===== src/rtl/tdm_rx_pkg.sv =====
package tdm_rx_pkg;

    localparam int unsigned SLOT_BITS = 16;

    typedef enum logic [1:0] {
        FE_NONE  = 2'd0,
        FE_SHORT = 2'd1,
        FE_LONG  = 2'd2
    } frame_evt_e;

    typedef struct packed {
        logic load_first;
        logic shift;
        logic word_done;
    } cap_ctrl_t;

    function automatic int unsigned idx_width(input int unsigned n);
        return (n < 2) ? 1 : $clog2(n);
    endfunction

endpackage


===== src/rtl/tdm_rx_edge.sv =====
module tdm_rx_edge (
    input  logic clk,
    input  logic rst,
    input  logic wclk_i,
    output logic rise_o
);
    logic prev_q;

    // Reset to high so a word clock already high at reset is not a rise.
    always_ff @(posedge clk) begin
        if (rst) prev_q <= 1'b1;
        else     prev_q <= wclk_i;
    end

    assign rise_o = wclk_i & ~prev_q;
endmodule


===== src/rtl/tdm_rx_framer.sv =====
module tdm_rx_framer
    import tdm_rx_pkg::*;
#(
    parameter  int unsigned NUM_SLOTS = 16,
    parameter  int unsigned WORD_W    = SLOT_BITS,
    localparam int unsigned SLOT_W    = idx_width(NUM_SLOTS)
) (
    input  logic              clk,
    input  logic              rst,
    input  logic              rise_i,
    output cap_ctrl_t         ctrl_o,
    output logic [SLOT_W-1:0] slot_o,
    output frame_evt_e        evt_o
);
    localparam int unsigned BIT_W  = idx_width(WORD_W);
    localparam int unsigned SCNT_W = idx_width(NUM_SLOTS + 1);
    localparam logic [BIT_W-1:0]  LAST_BIT = BIT_W'(WORD_W - 1);
    localparam logic [SCNT_W-1:0] END_SLOT = SCNT_W'(NUM_SLOTS);

    logic              locked_q;
    logic [BIT_W-1:0]  bit_q;
    logic [SCNT_W-1:0] slot_q;
    logic              frame_end;

    assign frame_end = (slot_q == END_SLOT);

    always_comb begin
        ctrl_o = '0;
        evt_o  = FE_NONE;
        if (rise_i) begin
            ctrl_o.load_first = 1'b1;
            if (locked_q && !frame_end) evt_o = FE_SHORT;
        end else if (locked_q) begin
            if (frame_end) begin
                evt_o = FE_LONG;
            end else begin
                ctrl_o.shift = 1'b1;
                if (bit_q == LAST_BIT) ctrl_o.word_done = 1'b1;
            end
        end
    end

    always_ff @(posedge clk) begin
        if (rst) begin
            locked_q <= 1'b0;
            bit_q    <= '0;
            slot_q   <= '0;
        end else if (rise_i) begin
            locked_q <= 1'b1;
            bit_q    <= BIT_W'(1);
            slot_q   <= '0;
        end else if (locked_q) begin
            if (frame_end) begin
                locked_q <= 1'b0;
                bit_q    <= '0;
                slot_q   <= '0;
            end else if (bit_q == LAST_BIT) begin
                bit_q  <= '0;
                slot_q <= slot_q + SCNT_W'(1);
            end else begin
                bit_q <= bit_q + BIT_W'(1);
            end
        end
    end

    assign slot_o = slot_q[SLOT_W-1:0];
endmodule


===== src/rtl/tdm_rx_assembler.sv =====
module tdm_rx_assembler
    import tdm_rx_pkg::*;
#(
    parameter int unsigned WORD_W = SLOT_BITS,
    parameter int unsigned SLOT_W = 4
) (
    input  logic              clk,
    input  logic              rst,
    input  cap_ctrl_t         ctrl_i,
    input  logic              sdata_i,
    input  logic [SLOT_W-1:0] slot_i,
    output logic [WORD_W-1:0] word_o,
    output logic [SLOT_W-1:0] slot_o,
    output logic              valid_o
);
    logic [WORD_W-1:0] shift_q;
    logic [WORD_W-1:0] next_word;

    assign next_word = {shift_q[WORD_W-2:0], sdata_i};

    always_ff @(posedge clk) begin
        if (rst) begin
            shift_q <= '0;
            word_o  <= '0;
            slot_o  <= '0;
            valid_o <= 1'b0;
        end else begin
            if (ctrl_i.load_first)  shift_q <= {{(WORD_W-1){1'b0}}, sdata_i};
            else if (ctrl_i.shift)  shift_q <= next_word;
            valid_o <= ctrl_i.word_done;
            if (ctrl_i.word_done) begin
                word_o <= next_word;
                slot_o <= slot_i;
            end
        end
    end
endmodule


===== src/rtl/tdm_slot_rx.sv =====
module tdm_slot_rx
    import tdm_rx_pkg::*;
#(
    parameter  int unsigned NUM_SLOTS = 16,
    parameter  int unsigned WORD_W    = SLOT_BITS,
    localparam int unsigned SLOT_W    = idx_width(NUM_SLOTS)
) (
    input  logic              clk,
    input  logic              rst,
    input  logic              wclk_i,
    input  logic              sdata_i,
    output logic [WORD_W-1:0] word_o,
    output logic [SLOT_W-1:0] slot_o,
    output logic              word_valid_o,
    output logic              frame_err_o
);
    logic              rise;
    cap_ctrl_t         ctrl;
    logic [SLOT_W-1:0] cur_slot;
    frame_evt_e        evt;

    tdm_rx_edge u_edge (
        .clk    (clk),
        .rst    (rst),
        .wclk_i (wclk_i),
        .rise_o (rise)
    );

    tdm_rx_framer #(
        .NUM_SLOTS (NUM_SLOTS),
        .WORD_W    (WORD_W)
    ) u_framer (
        .clk    (clk),
        .rst    (rst),
        .rise_i (rise),
        .ctrl_o (ctrl),
        .slot_o (cur_slot),
        .evt_o  (evt)
    );

    tdm_rx_assembler #(
        .WORD_W (WORD_W),
        .SLOT_W (SLOT_W)
    ) u_asm (
        .clk     (clk),
        .rst     (rst),
        .ctrl_i  (ctrl),
        .sdata_i (sdata_i),
        .slot_i  (cur_slot),
        .word_o  (word_o),
        .slot_o  (slot_o),
        .valid_o (word_valid_o)
    );

    always_ff @(posedge clk) begin
        if (rst) frame_err_o <= 1'b0;
        else     frame_err_o <= (evt != FE_NONE);
    end
endmodule


===== config.mk =====
export PLATFORM = sky130hd
export DESIGN_NAME = tdm_slot_rx
export DESIGN_NICKNAME = d
export VERILOG_FILES = /design/src/rtl/tdm_rx_pkg.sv /design/src/rtl/tdm_rx_edge.sv /design/src/rtl/tdm_rx_framer.sv /design/src/rtl/tdm_rx_assembler.sv /design/src/rtl/tdm_slot_rx.sv
export SDC_FILE = /design/constraint.sdc
export NUM_CORES = 1
export LEC_CHECK = 0
export BUFFER_PORTS_ARGS = -buffer_cell sky130_fd_sc_hd__buf_2
export CAP_MARGIN = 20
export CORE_AREA = 10 10 83 85
export CTS_CLUSTER_DIAMETER = 150
export DETAILED_ROUTE_END_ITERATION = 8
export DIE_AREA = 0 0 93 95
export PLACE_DENSITY = 0.66
export SETUP_SLACK_MARGIN = 0.1
export SYNTH_ARGS = -nofsm -noshare
export SYNTH_HDL_FRONTEND = slang
export SYNTH_SLANG_ARGS = --single-unit

===== constraint.sdc =====
create_clock -name clk -period 2.2 [get_ports clk]
set_input_delay 0.11 -clock clk [delete_from_list [all_inputs] [get_ports clk]]
set_output_delay 0.11 -clock clk [all_outputs]
set_load 0.05 [all_outputs]

==> Word-level counts from Yosys, hierarchy flattened <==
Cells that the tools add are included.
{ "classes": {"add_sub_neg": 2, "multipliers": 0, "div_mod_pow": 0, "magnitude_cmp": 0, "n_eq_ne": 2, "shift": 0, "mux": 20, "bitwise": 2, "reduce_logical": 9} }
{ "ops": {"columns": ["operator", "count"], "rows": [
  ["$mux W2", 6],
  ["$mux W1", 10],
  ["$mux W5", 2],
  ["$mux W4", 2],
  ["$reduce_bool A2 Y1", 4],
  ["$add A5 B1 Y5 const B", 1],
  ["$eq A5 B5 Y1 const B", 1],
  ["$add A4 B1 Y4 const B", 1],
  ["$eq A4 B4 Y1 const B", 1],
  ["$reduce_or A2 Y1", 2],
  ["$reduce_and A2 Y1", 1],
  ["$and A1 B1 Y1", 1],
  ["$logic_and A1 B1 Y1", 1],
  ["$logic_not A1 Y1", 1],
  ["$not A1 Y1", 1]
]} }
{ "word_totals": {"regBits": 48, "latchBits": 0, "ramBits": 0, "mem_bits_ro": 0, "out_inout_bits": 22, "n_memories": 0} }

==> Depth between registers and ports, before layout <==
Gate-level depths: netlist of the first run.
{ "logic_depth": {"word_depth": 7, "mapped_depth": 8, "depth_no_buf": 5} }

==> By module <==
From an unflattened synthesis of the first run, not the netlist that was laid out.
{ "unflattened": {"cells_unflattened": 191, "area_unflattened_um2": 1945.6} }
{ "modules_own_cells": {"columns": ["module", "instances", "cells_each", "area_each_um2", "seq_area_each_um2"], "rows": [
  ["tdm_rx_assembler", 1, 118, 1307.5, 720.7],
  ["tdm_rx_framer", 1, 68, 575.6, 200.2],
  ["tdm_rx_edge", 1, 3, 32.5, 20.0],
  ["tdm_slot_rx", 1, 2, 30.0, 20.0]
]} }

==> Least setup slack after synthesis of the first run <==
No wires, ideal clock.
{ "synth_timing": {"path_type": "reg2reg", "from": "register u_framer.slot_q[0]", "to": "register u_asm.shift_q[10]", "setup_ns": 0.072, "arrival_ns": 1.451, "required_time_ns": 2.128, "path_slack_ns": 0.677, "stages_incl_launch_ff": 9, "n_path_buf": 3, "period_less_slack_ns": 1.523, "path_cell_list": "dfxtp_1 > inv_1 > ha_1 > nand4bb_1 > buf_2 > and3_4 > buf_6 > buf_6 > mux2i_1"} }
{ "synth_between": {"elab_chain_len": 4} }
{ "synth_lines": {"columns": ["item", "line_no", "text"], "rows": [
  ["start: declaration", "tdm_rx_framer.sv:22", "logic [SCNT_W-1:0] slot_q;"],
  ["start signal: assignment", "tdm_rx_framer.sv:59", "slot_q <= slot_q + SCNT_W'(1);"],
  ["$eq A5 B5 Y1", "tdm_rx_framer.sv:25", "assign frame_end = (slot_q == END_SLOT);"],
  ["$mux W2", "tdm_rx_framer.sv:34", "if (frame_end) begin"],
  ["$mux W2", "tdm_rx_framer.sv:33", "end else if (locked_q) begin"],
  ["$mux W2", "tdm_rx_framer.sv:30", "if (rise_i) begin"],
  ["end signal: assignment", "tdm_rx_assembler.sv:28", "if (ctrl_i.load_first) shift_q <= {{(WORD_W-1){1'b0}}, sdata_i};"],
  ["end signal: assignment", "tdm_rx_assembler.sv:29", "else if (ctrl_i.shift) shift_q <= next_word;"],
  ["end: declaration", "tdm_rx_assembler.sv:16", "logic [WORD_W-1:0] shift_q;"]
]} }
Every way passes these cells.
A chain may end at the register's enable or synchronous reset.

==> Final worst setup path of the first run <==
{ "layout_timing": {"from": "register u_framer.slot_q[0]", "to": "register u_asm.slot_o[1]"} }
{ "layout_between": {"elab_chain_len": 4} }
{ "layout_lines": {"columns": ["item", "line_no", "text"], "rows": [
  ["$eq A5 B5 Y1", "tdm_rx_framer.sv:25", null],
  ["$mux W2", "tdm_rx_framer.sv:34", null],
  ["$mux W2", "tdm_rx_framer.sv:33", null],
  ["$mux W2", "tdm_rx_framer.sv:30", null],
  ["end signal: assignment", "tdm_rx_assembler.sv:33", "slot_o <= slot_i;"],
  ["end: declaration", "tdm_rx_assembler.sv:13", "output logic [SLOT_W-1:0] slot_o,"]
]} }
Every way passes these cells.

==> results.md, run 1 <==
* Initial core utilization at 0.381
* Inserted Diodes at 0
* Core area at 5340 sq um
* Hold Path Depth at 2
* Via density at 5.40
* H-Tree Depth at 2
* CP max FO at 18
* Initial antenna violation count at 0
* Seq/Total Area, Yosys at 0.473
* Placed wire-length estimate at 2.92 mm
* Reg-to-reg startpoint: u_framer.slot_q[0]
* Total Power at 1.60 mW
* Switch Pwr at 364 uW
* Synth unique cells at 37
* Switching Fraction at 0.227
* CP top delay family: flip-flops
* Crit path capture type: register
* Outcome: completed
* Site Rows at 27
* Vias in the first global route at 1574
* Clock root buffer master: clkbuf_8
* Hold_ws at 0.0169 ns
* FF+latch count, synth at 48
* GP Congestion at 0.733
* HP Start: wclk_i
* Max IR drop VDD at 0.000249 V
* Setup bufs post-CTS at 0
* P_leak at 0.829 nW
* CP arrival at 1.88 ns
* Logic pwr share at 0.038
* Fmax at 586 MHz
* WP data required at 2.38 ns
* RSZ-0062 raised after global routing: false
* Die height at 95 um
* PwrDens at 692 nW/um^2
* Rel. slew slack at 0.685
* Post-Syn Area at 2030 sq um
* Largest net degree at the start of global routing at 35
* Routed wire length at 4.38 mm
* Nets at 235
* Mapped Cells at 211
* Pins over their slew limit at 0
* Final Hold Viols at 0
* Worst path slowest cell: dfxtp_1
* Die X-Extent at 93 um
* Startpoint Class: register
* Post-DR wirelength/cell at 14.5 um
* Async set or reset register ratio after synthesis at 0
* Ys flop type: dfxtp_1
* Crit path cell chain: inv_1 > ha_1 > and4bb_1 > buf_4 > o31ai_1 > a21oi_1
* Worst Hold Path EP: u_edge.prev_q
* Iter 0 DRT Violations at 131
* Commonest non-fill, non-tap cells in the layout: dfxtp_1, buf_2, a21oi_1
* Min Tclk post-route at 1.71 ns
* Post-synth EDFFs at 0
* Critical path buffers and inverters at 2
* Sequential Power Share at 0.550
* HP Class: input port to register
* CTS Buf Count at 5
* Ports at 26
* Cts repair resizes at 0
* Reg-to-Reg End: u_asm.slot_o[1]
* Clock slew at reported path FFs at 0.09 ns
* Synth Warn # at 0
* Hold bufs inserted after CTS at 0
* Avg Cell Area, Syn at 9.64 sq um
* Max-cap viol count at 0
* Routed Antenna Nets at 0
* Final setup TNS at 0 ns
* IO Port Bufs at 25
* Pre-Repair DR Iteration Count at 4
* CTS Buffer Depth at 2
* TritonCTS clock tree: done
* Slew @ Worst Pin at 0.473 ns
* Clk_skew at 0.0117 ns
* Via Count at 1625
* Most common cell after layout, fill and taps aside: dfxtp_1
* GRT Resource Usage Total at 0.103
* Worst path max stage delay at 0.42 ns
* Reg2reg path depth at 6
* Gr ovfl total at 0
* Syn nets at 218
* Clk_lat worst skew at 0.31 ns
* CTS sink cnt at 48
* Die area at 8840 sq um
* Clk pwr share at 0.412
* Critical path type: register to register
* Final worst-path cycle share at 0.776
* Global-route wire length before repair at 7.48 mm
* Share of layout cells above drive strength 1 at 0.201
* Int Power at 1.24 mW
* DRC viols at 0
* Reg-to-reg setup timing slack at 0.49 ns
* Final Setup Violations at 0
* P&R area growth vs syn at 13.7%
cells in the mapped netlist, types with 2 or more instances:
| library cell | count | area share |
|---|---|---|
| clkbuf_1 | 12 | 0.022 |
| o21ai_0 | 2 | 0.0049 |
| nand2_1 | 5 | 0.0092 |
| dfxtp_1 | 48 | 0.47 |
| inv_1 | 3 | 0.0055 |
| nand3_1 | 21 | 0.052 |
| buf_2 | 9 | 0.022 |
| mux2i_1 | 17 | 0.084 |
| a31oi_1 | 2 | 0.0062 |
| buf_6 | 2 | 0.011 |
| xnor2_1 | 2 | 0.0086 |
| nor2_1 | 2 | 0.0037 |
| ha_1 | 3 | 0.018 |
| a32o_1 | 3 | 0.015 |
| nand2b_1 | 3 | 0.0092 |
| a21oi_1 | 22 | 0.054 |
| nand4_1 | 18 | 0.055 |
| o31ai_1 | 18 | 0.066 |
cell families (layout without fill, tap and decap cells):
| kind of cell | after synthesis | in the layout | synth area share |
|---|---|---|---|
| mux | 17 | 17 | 0.0837 |
| xor+xnor | 3 | 3 | 0.0129 |
| fa+ha+maj | 3 | 3 | 0.0185 |
| flops | 48 | 48 | 0.473 |
| simple gates | 63 | 63 | 0.188 |
| compound gates | 51 | 51 | 0.163 |
| buf+inv | 26 | 44 | 0.0609 |
through the flow:
| stage | cells | setup WS [ns] | cell area [sq um] | utilization |
|---|---|---|---|---|
| global placement | 293 | 0.567 | 2200 | 0.411 |
| global route | 301 | 0.330 | 2310 | 0.433 |
| finish | 301 | 0.494 | 2310 | 0.433 |
| detailed placement | 293 | 0.506 | 2200 | 0.411 |
| floorplan | 211 | 0.677 | 2030 | - |
| CTS | 301 | 0.483 | 2310 | 0.433 |
area by class of cell:
type / count / area (sq um)
fill: 542 / 3030
sequential: 48 / 961
multi-input combinational: 137 / 948
timing repair buffer: 33 / 185
tap: 72 / 90.1
clock buffer: 5 / 68.8
clock inverter: 3 / 47.5
inverter: 3 / 11.3
metal layers:
layer,routed length (um),up-vias,track usage,part of all wire
li1,-,824,-,-
met1,2140,755,0.130,0.49
met2,1870,37,0.151,0.43
met3,284,9,0.0404,0.065
met4,84,0,0.0450,0.019
met5,0,-,0,0
worst max path at each step:
stage	start	end	slack (ns)	depth (start not counted)
6_report	u_framer.slot_q[0]	u_asm.slot_o[1]	0.49	6
5_1_grt	u_framer.slot_q[0]	u_asm.slot_o[1]	0.33	6
4_1_cts	u_framer.slot_q[0]	u_asm.slot_o[1]	0.48	6
3_5_place_dp	u_framer.slot_q[0]	u_asm.slot_o[1]	0.51	6
3_3_place_gp	u_framer.slot_q[0]	u_asm.word_o[10]	0.57	6
2_1_floorplan	u_framer.slot_q[0]	u_asm.shift_q[10]	0.68	8
flip-flops by register name, indices dropped and copies added, names as in the netlist:
| signal | cells |
|---|---|
| frame_err_o | 1 |
| u_asm.shift_q | 15 |
| u_asm.slot_o | 4 |
| u_asm.valid_o | 1 |
| u_asm.word_o | 16 |
| u_edge.prev_q | 1 |
| u_framer.bit_q | 4 |
| u_framer.locked_q | 1 |
| u_framer.slot_q | 5 |
power by group through the flow:
stage | Sequential (mW) | Combinational (mW) | Clock (mW)
floorplan | 0.897 | 0.0531 | 0
global placement | 0.900 | 0.0613 | 0
detailed placement | 0.900 | 0.0610 | 0
CTS | 0.879 | 0.0613 | 0.667
global route | 0.881 | 0.0679 | 0.701
finish | 0.879 | 0.0609 | 0.659
Note: power is estimated with default switching activity, not from simulation.
==> run 2: changes to the inputs <==
- PLACE_DENSITY: 0.66 -> 0.68
- clock period: 2.2 -> 1.4 ns (I/O delays scaled with it)
==> results.md, run 2 (same netlist as run 1, synthesis figures left out) <==
* Outcome: complete, but fails checks
* Failing checks: negative setup slack
* Inserted Diodes at 0 (unchanged)
* Top Registers: u_asm.word_o (16), u_asm.shift_q (15), u_framer.slot_q (5)
* Clk_skew at 0.0115 ns (-0.000160 ns)
* Crit path cell chain: inv_2 > ha_4 > and4bb_1 > buf_6 > o31ai_2 > a21oi_1
* Ports at 26 (unchanged)
* Die area at 8840 sq um (unchanged)
* Startpoint Class: register
* CTS Buf Count at 5 (unchanged)
* TritonCTS clock tree: done
* Reg-to-Reg End: u_asm.word_o[12]
* Hold Path Depth at 3 (+1)
* Largest net degree at the start of global routing at 33 (-5.7%)
* Initial antenna violation count at 0 (unchanged)
* Fmax at 714 MHz (+22%)
* Pre-Repair DR Iteration Count at 4 (unchanged)
* Reg2reg path depth at 6 (unchanged)
* Max-cap viol count at 0 (unchanged)
* Slew @ Worst Pin at 0.283 ns (-0.190 ns)
* Grt peak-use layer: met2
* Placed wire-length estimate at 3.22 mm (+10%)
* GP Congestion at 0.785 (+7.2%)
* Min Tclk post-route at 1.40 ns (-0.306 ns)
* HP Start: sdata_i
* P_leak at 0.929 nW (+12%)
* Max FFs per register at 16 (unchanged)
* Nets at 254 (+8.1%)
* Final worst-path cycle share at 1.00 (+0.225)
* Worst path max stage delay at 0.34 ns (-0.08 ns)
* Gr ovfl total at 0 (unchanged)
* Max IR drop VDD at 0.000367 V (+47%)
* Rel. slew slack at 0.811 (+0.127)
* FILL cells at 530 (-2.2%)
* Non-Filler Instances at 319 (+6.0%)
* FF+latch area at 966 sq um (+0.52%)
* Die X-Extent at 93 um (unchanged)
* Grt met1 use at 0.143 (+0.0127)
* Final Setup Violations at 1 (+1)
* RSZ-0062 raised after global routing: true
* Clk_lat worst skew at 0.30 ns (about the same)
* Multi-input gate area at 1110 sq um (+17%)
* Hold_ws at 0.0342 ns (+0.0172 ns)
* CTS sink cnt at 48 (unchanged)
* IO Port Bufs at 25 (unchanged)
* Worst Hold Path EP: u_asm.shift_q[0]
* Via density at 5.45 (+0.86%)
* Placed cells at 309 (+5.5%)
* Most flops, register: u_asm.word_o
* Share of layout cells above drive strength 1 at 0.360 (+0.159)
* Clock root buffer master: clkbuf_8
* Vias in the first global route at 1653 (+5.0%)
* Most common cell after layout, fill and taps aside: dfxtp_1
* H-Tree Depth at 2 (unchanged)
* PwrDens at 879 nW/um^2 (+27%)
* Met2 GRT Util at 0.168 (+0.0169)
* Iter 0 DRT Violations at 78 (-40%)
* DRC viols at 0 (unchanged)
* Die height at 95 um (unchanged)
* Worst Setup Slack, final at -0.000508 ns (-0.494 ns)
* GRT met3 Usage at 0.0317 (-0.00872)
* Reg-to-reg startpoint: u_framer.slot_q[1]
* Site Rows at 27 (unchanged)
* CTS Buffer Depth at 2 (unchanged)
* Post-placement setup slack at -0.0994 ns (-0.605 ns)
* Routed Antenna Nets at 0 (unchanged)
* CP arrival at 1.58 ns (-0.30 ns)
* Final Hold Viols at 0 (unchanged)
* Worst path slowest cell: dfxtp_2
* HP Class: input port to register
* Global-route wire length before repair at 7.98 mm (+6.6%)
* Pins over their slew limit at 0 (unchanged)
* Routed wire length at 4.96 mm (+13%)
* Critical path type: register to register
* Clock slew at reported path FFs at 0.08 ns (about the same)
* Layout Utilization at 0.490 (+0.0570)
* Crit path capture type: register
* CP max FO at 18 (unchanged)
* WP data required at 1.58 ns (-0.80 ns)
* Initial core utilization at 0.381 (unchanged)
* GRT Resource Usage Total at 0.111 (+0.00809)
* Commonest non-fill, non-tap cells in the layout: dfxtp_1, buf_2, a21oi_1, nand3_1
* Via Count at 1737 (+6.9%)
* Reg-to-reg setup timing slack at -0.0005 ns (-0.49 ns)
* Post-DR wirelength/cell at 15.5 um (+6.8%)
* Core area at 5340 sq um (unchanged)
* P&R area growth vs syn at 28.7%
[run 2: cell types whose count changed in the layout (fill, tap and decap cells not counted), moves of 4 or more]
cell,change
buf_4,+10
buf_6,+5
dfxtp_1,-4
dfxtp_2,+4
o31ai_1,-12
o31ai_2,+12
[run 2: worst max path at each step]
stage | start | to | slack [ns]
floorplan | u_framer.slot_q[0] | u_asm.shift_q[10] | -0.01
global placement | u_framer.slot_q[1] | u_framer.bit_q[2] | -0.05
detailed placement | u_framer.slot_q[1] | u_framer.slot_q[0] | -0.1
CTS | u_framer.slot_q[1] | u_asm.word_o[0] | 0.02
global route | u_framer.slot_q[1] | u_asm.word_o[11] | -0.07
finish | u_framer.slot_q[1] | u_asm.word_o[12] | -0.0005
[run 2: area by class of cell]
cell class | instances | share of cell area
clock buffers | 5 | 0.0263
clock inverters | 2 | 0.00478
inverters | 3 | 0.00430
multi-input cells | 138 | 0.423
flip-flops and latches | 48 | 0.369
well taps | 72 | 0.0344
repair buffers | 51 | 0.138
[run 2: what timing repair did]
action,CTS,global route
hold buffers,1,0
setup endpoints to repair,44,45
gates cloned,1,0
buffers inserted,1,0
resized for setup,18,16
pin swaps,6,3
hold endpoints to repair,1,0
[run 2: worst max-delay path: cells and delay by family (launching register included)]
kind | cells | cell delay [ns]
flip-flops | 1 | 0.34
AND/OR/NAND/NOR | 1 | 0.23
adder cells (fa/ha/maj) | 1 | 0.16
buffers and inverters | 2 | 0.22
AO/OA/AOI/OAI | 2 | 0.33
[run 2: routing by layer]
metal | vias up | wire, um | part of all wire
met5 | - | 0 | 0
met4 | 0 | 66 | 0.013
met3 | 6 | 224 | 0.045
met2 | 39 | 2340 | 0.47
met1 | 830 | 2320 | 0.47
li1 | 862 | - | -
[run 2: metrics by stage]
stage | setup TNS, ns | power, mW | area [sq um]
6_report | -0.000508 | 2.30 | 2620
5_1_grt | -1.08 | 2.40 | 2620
4_1_cts | 0 | 2.32 | 2540
3_5_place_dp | -0.877 | 1.53 | 2340
3_3_place_gp | -0.434 | 1.53 | 2340
2_1_floorplan | -0.125 | 1.50 | 2060
[run 2: report_power, final]
part / internal (mW) / total (mW) / leakage [nW] / switching, mW
sequential: 1.37 / 1.38 / 0.389 / 0.00676
combinational: 0.0527 / 0.134 / 0.500 / 0.0818
clock: 0.339 / 0.787 / 0.0400 / 0.448
==> run 3: changes to the inputs <==
- ABC_AREA: unset -> 1
- CAP_MARGIN: 20 -> 10
- CORE_AREA: 10 10 83 85 -> 10 10 80 82
- DIE_AREA: 0 0 93 95 -> 0 0 90 92
- PLACE_DENSITY: 0.68 -> 0.69
==> results.md, run 3 <==
* Placed wire-length estimate at 2.85 mm (-12%)
* CP arrival at 1.63 ns (+0.05 ns)
* Avg Cell Area, Syn at 7.44 sq um (-23%)
* Max IR drop VDD at 0.000479 V (+31%)
* CTS Buffer Depth at 2 (unchanged)
* Site Rows at 26 (-3.7%)
* Crit path cell chain: inv_2 > ha_4 > nand2_2 > inv_2 > nand2_4 > nand3_4 > nor2_4 > clkbuf_16 > nand2_2 > nand2_1
* Ys flop type: dfxtp_1
* GP Congestion at 0.816 (+3.9%)
* Synth Warn # at 0 (unchanged)
* TritonCTS clock tree: done
* Vias in the first global route at 1625 (-1.7%)
* Syn nets at 261 (+20%)
* Mapped Cells at 254 (+20%)
* Synth area leaders: dfxtp_1, nand2_1, nor2_1
* Initial antenna violation count at 0 (unchanged)
* Final Hold Viols at 0 (unchanged)
* CTS sink cnt at 48 (unchanged)
* Die area at 8280 sq um (-6.3%)
* Hold_ws at 0.0233 ns (-0.0109 ns)
* Max-cap viol count at 0 (unchanged)
* Clock root buffer master: clkbuf_8
* Final Setup Violations at 0 (-1)
* Iter 0 DRT Violations at 136 (+74%)
* Core area at 4910 sq um (-8.0%)
* Final worst-path cycle share at 0.988 (-0.0120)
* Gr ovfl total at 0 (unchanged)
* Nets at 305 (+20%)
* PwrDens at 1080 nW/um^2 (+23%)
* Initial core utilization at 0.385 (+0.00370)
* P_leak at 1.25 nW (+34%)
* GRT Resource Usage Total at 0.0998 (-0.0110)
* H-Tree Depth at 2 (unchanged)
* Critical path type: register to register
* HP Class: input port to register
* Top cell type's share of synthesized area at 0.509 (+0.0360)
* IO Port Bufs at 25 (unchanged)
* Most common cell after layout, fill and taps aside: nor2_1
* CP max FO at 7 (-11)
* Synth unique cells at 22 (-41%)
* Post-Syn Area at 1890 sq um (-7.1%)
* Finished layout cell area at 2500 sq um (-4.4%)
* Pre-Repair DR Iteration Count at 4 (unchanged)
* Clk_lat worst skew at 0.29 ns (about the same)
* CP top delay family: simple AND/OR/NAND/NOR gates
* Routed wire length at 4.34 mm (-12%)
* Critical path buffers and inverters at 3 (+1)
* Die height at 92 um (-3.2%)
* Post-DR wirelength/cell at 11.8 um (-24%)
* Layout Utilization at 0.509 (+0.0190)
* Crit path capture type: register
* Async set or reset register ratio after synthesis at 0 (unchanged)
* Fmax at 723 MHz (+1.2%)
* Clock slew at reported path FFs at 0.09 ns (about the same)
* CTS Buf Count at 5 (unchanged)
* Ports at 26 (unchanged)
* Top Registers: u_asm.word_o (16), u_asm.shift_q (15), u_framer.slot_q (5)
* Share of layout cells above drive strength 1 at 0.309 (-0.0516)
* Yosys top cell by area: dfxtp_1
* Max FFs per register at 16 (unchanged)
* Worst path slowest cell: dfxtp_2
* Min Tclk post-route at 1.38 ns (-0.0167 ns)
* Rel. slew slack at 0.819 (+0.00732)
* Post-placement setup slack at -0.0496 ns (+0.0498 ns)
* Most flops, register: u_asm.word_o
* Pins over their slew limit at 0 (unchanged)
* DRC viols at 0 (unchanged)
* P&R area growth vs syn at 32.4%
* Outcome: completed
* Post-DP Area at 2190 sq um (-6.7%)
* Commonest non-fill, non-tap cells in the layout: nor2_1, nand2_1, dfxtp_1
* Worst path max stage delay at 0.34 ns (about the same)
* Slew @ Worst Pin at 0.271 ns (-0.0120 ns)
* WP data required at 1.64 ns (+0.06 ns)
* Largest net degree at the start of global routing at 24 (-27%)
* Top-count cell post-synth: nand2_1
* FF+latch count, synth at 48 (unchanged)
* Via Count at 1691 (-2.6%)
* Post-synth EDFFs at 0 (unchanged)
* Global-route wire length before repair at 7.09 mm (-11%)
* Routed Antenna Nets at 0 (unchanged)
* Clk_skew at 0.00577 ns (-0.00577 ns)
* Startpoint Class: register
* RSZ-0062 raised after global routing: true
* Die X-Extent at 90 um (-3.2%)
* Top cells by count, synth: nand2_1, nor2_1, dfxtp_1
* Via density at 4.60 (-16%)
* Seq/Total Area, Yosys at 0.509 (+0.0360)
* Inserted Diodes at 0 (unchanged)
* Worst Setup Slack, final at 0.0162 ns (+0.0167 ns)
==> run 3: tightest hold or removal path, stage by stage <==
cell    delay (ns)
buf_2         0.09
nor2_1        0.04
nor2_1        0.08
==> run 3: layout make-up <==
| cell class | count | area, sq um |
|---|---|---|
| fillers | 474 | 2410 |
| flip-flops and latches | 48 | 966 |
| multi-input cells | 175 | 910 |
| repair buffers | 45 | 320 |
| inverters | 23 | 88.8 |
| well taps | 70 | 87.6 |
| clock buffers | 5 | 68.8 |
| clock inverters | 2 | 60.1 |
==> run 3: through the flow <==
step	instances	TNS [ns]	total power, mW
after global routing	368	-0.581	2.82
after global placement	355	0	1.58
final	368	0	2.71
after detailed placement	355	-0.482	1.58
after CTS	363	0	2.73
after floorplan	254	0	1.54
==> run 3: cells by family after synthesis <==
group	after synthesis	synth area share
buffers and inverters	31	0.0715
flip-flops	48	0.509
AND/OR/NAND/NOR	145	0.326
XOR/XNOR	1	0.00464
adder cells (fa/ha/maj)	3	0.0199
AO/OA/AOI/OAI	26	0.0689
==> run 3: routing by layer <==
| layer | vias to the layer above | part of all wire | routed length [um] | global-route usage |
|---|---|---|---|---|
| li1 | 884 | - | - | - |
| met2 | 37 | 0.48 | 2070 | 0.167 |
| met3 | 7 | 0.042 | 183 | 0.0253 |
| met1 | 763 | 0.46 | 2020 | 0.120 |
| met5 | - | 0 | 0 | 0 |
| met4 | 0 | 0.018 | 78 | 0.0411 |
==> run 3: repair_timing <==
action,4_1_cts,5_1_grt
gates resized for setup,11,29
pin swaps,1,1
hold buffers,1,0
hold endpoints to repair,1,0
endpoints found under the setup margin,40,45
gates cloned,0,1
setup buffers,0,4
==> run 3: final timing paths <==
path                                         start         endpoint  slack, ns  cells after the start
worst max-delay path            u_framer.slot_q[1]  u_asm.word_o[1]       0.02                     10
worst min-delay path                       sdata_i  u_asm.word_o[0]       0.02                      3
worst min register to register     u_asm.word_o[9]  u_asm.word_o[9]       0.46                      2
worst max register to register  u_framer.slot_q[1]  u_asm.word_o[1]       0.02                     10
==> run 3: power breakdown <==
group	internal (mW)	switching (mW)	leakage, nW
sequential	1.39	0.0245	0.390
clock	0.703	0.441	0.0642
combinational	0.0533	0.0936	0.792
total	2.15	0.559	1.25
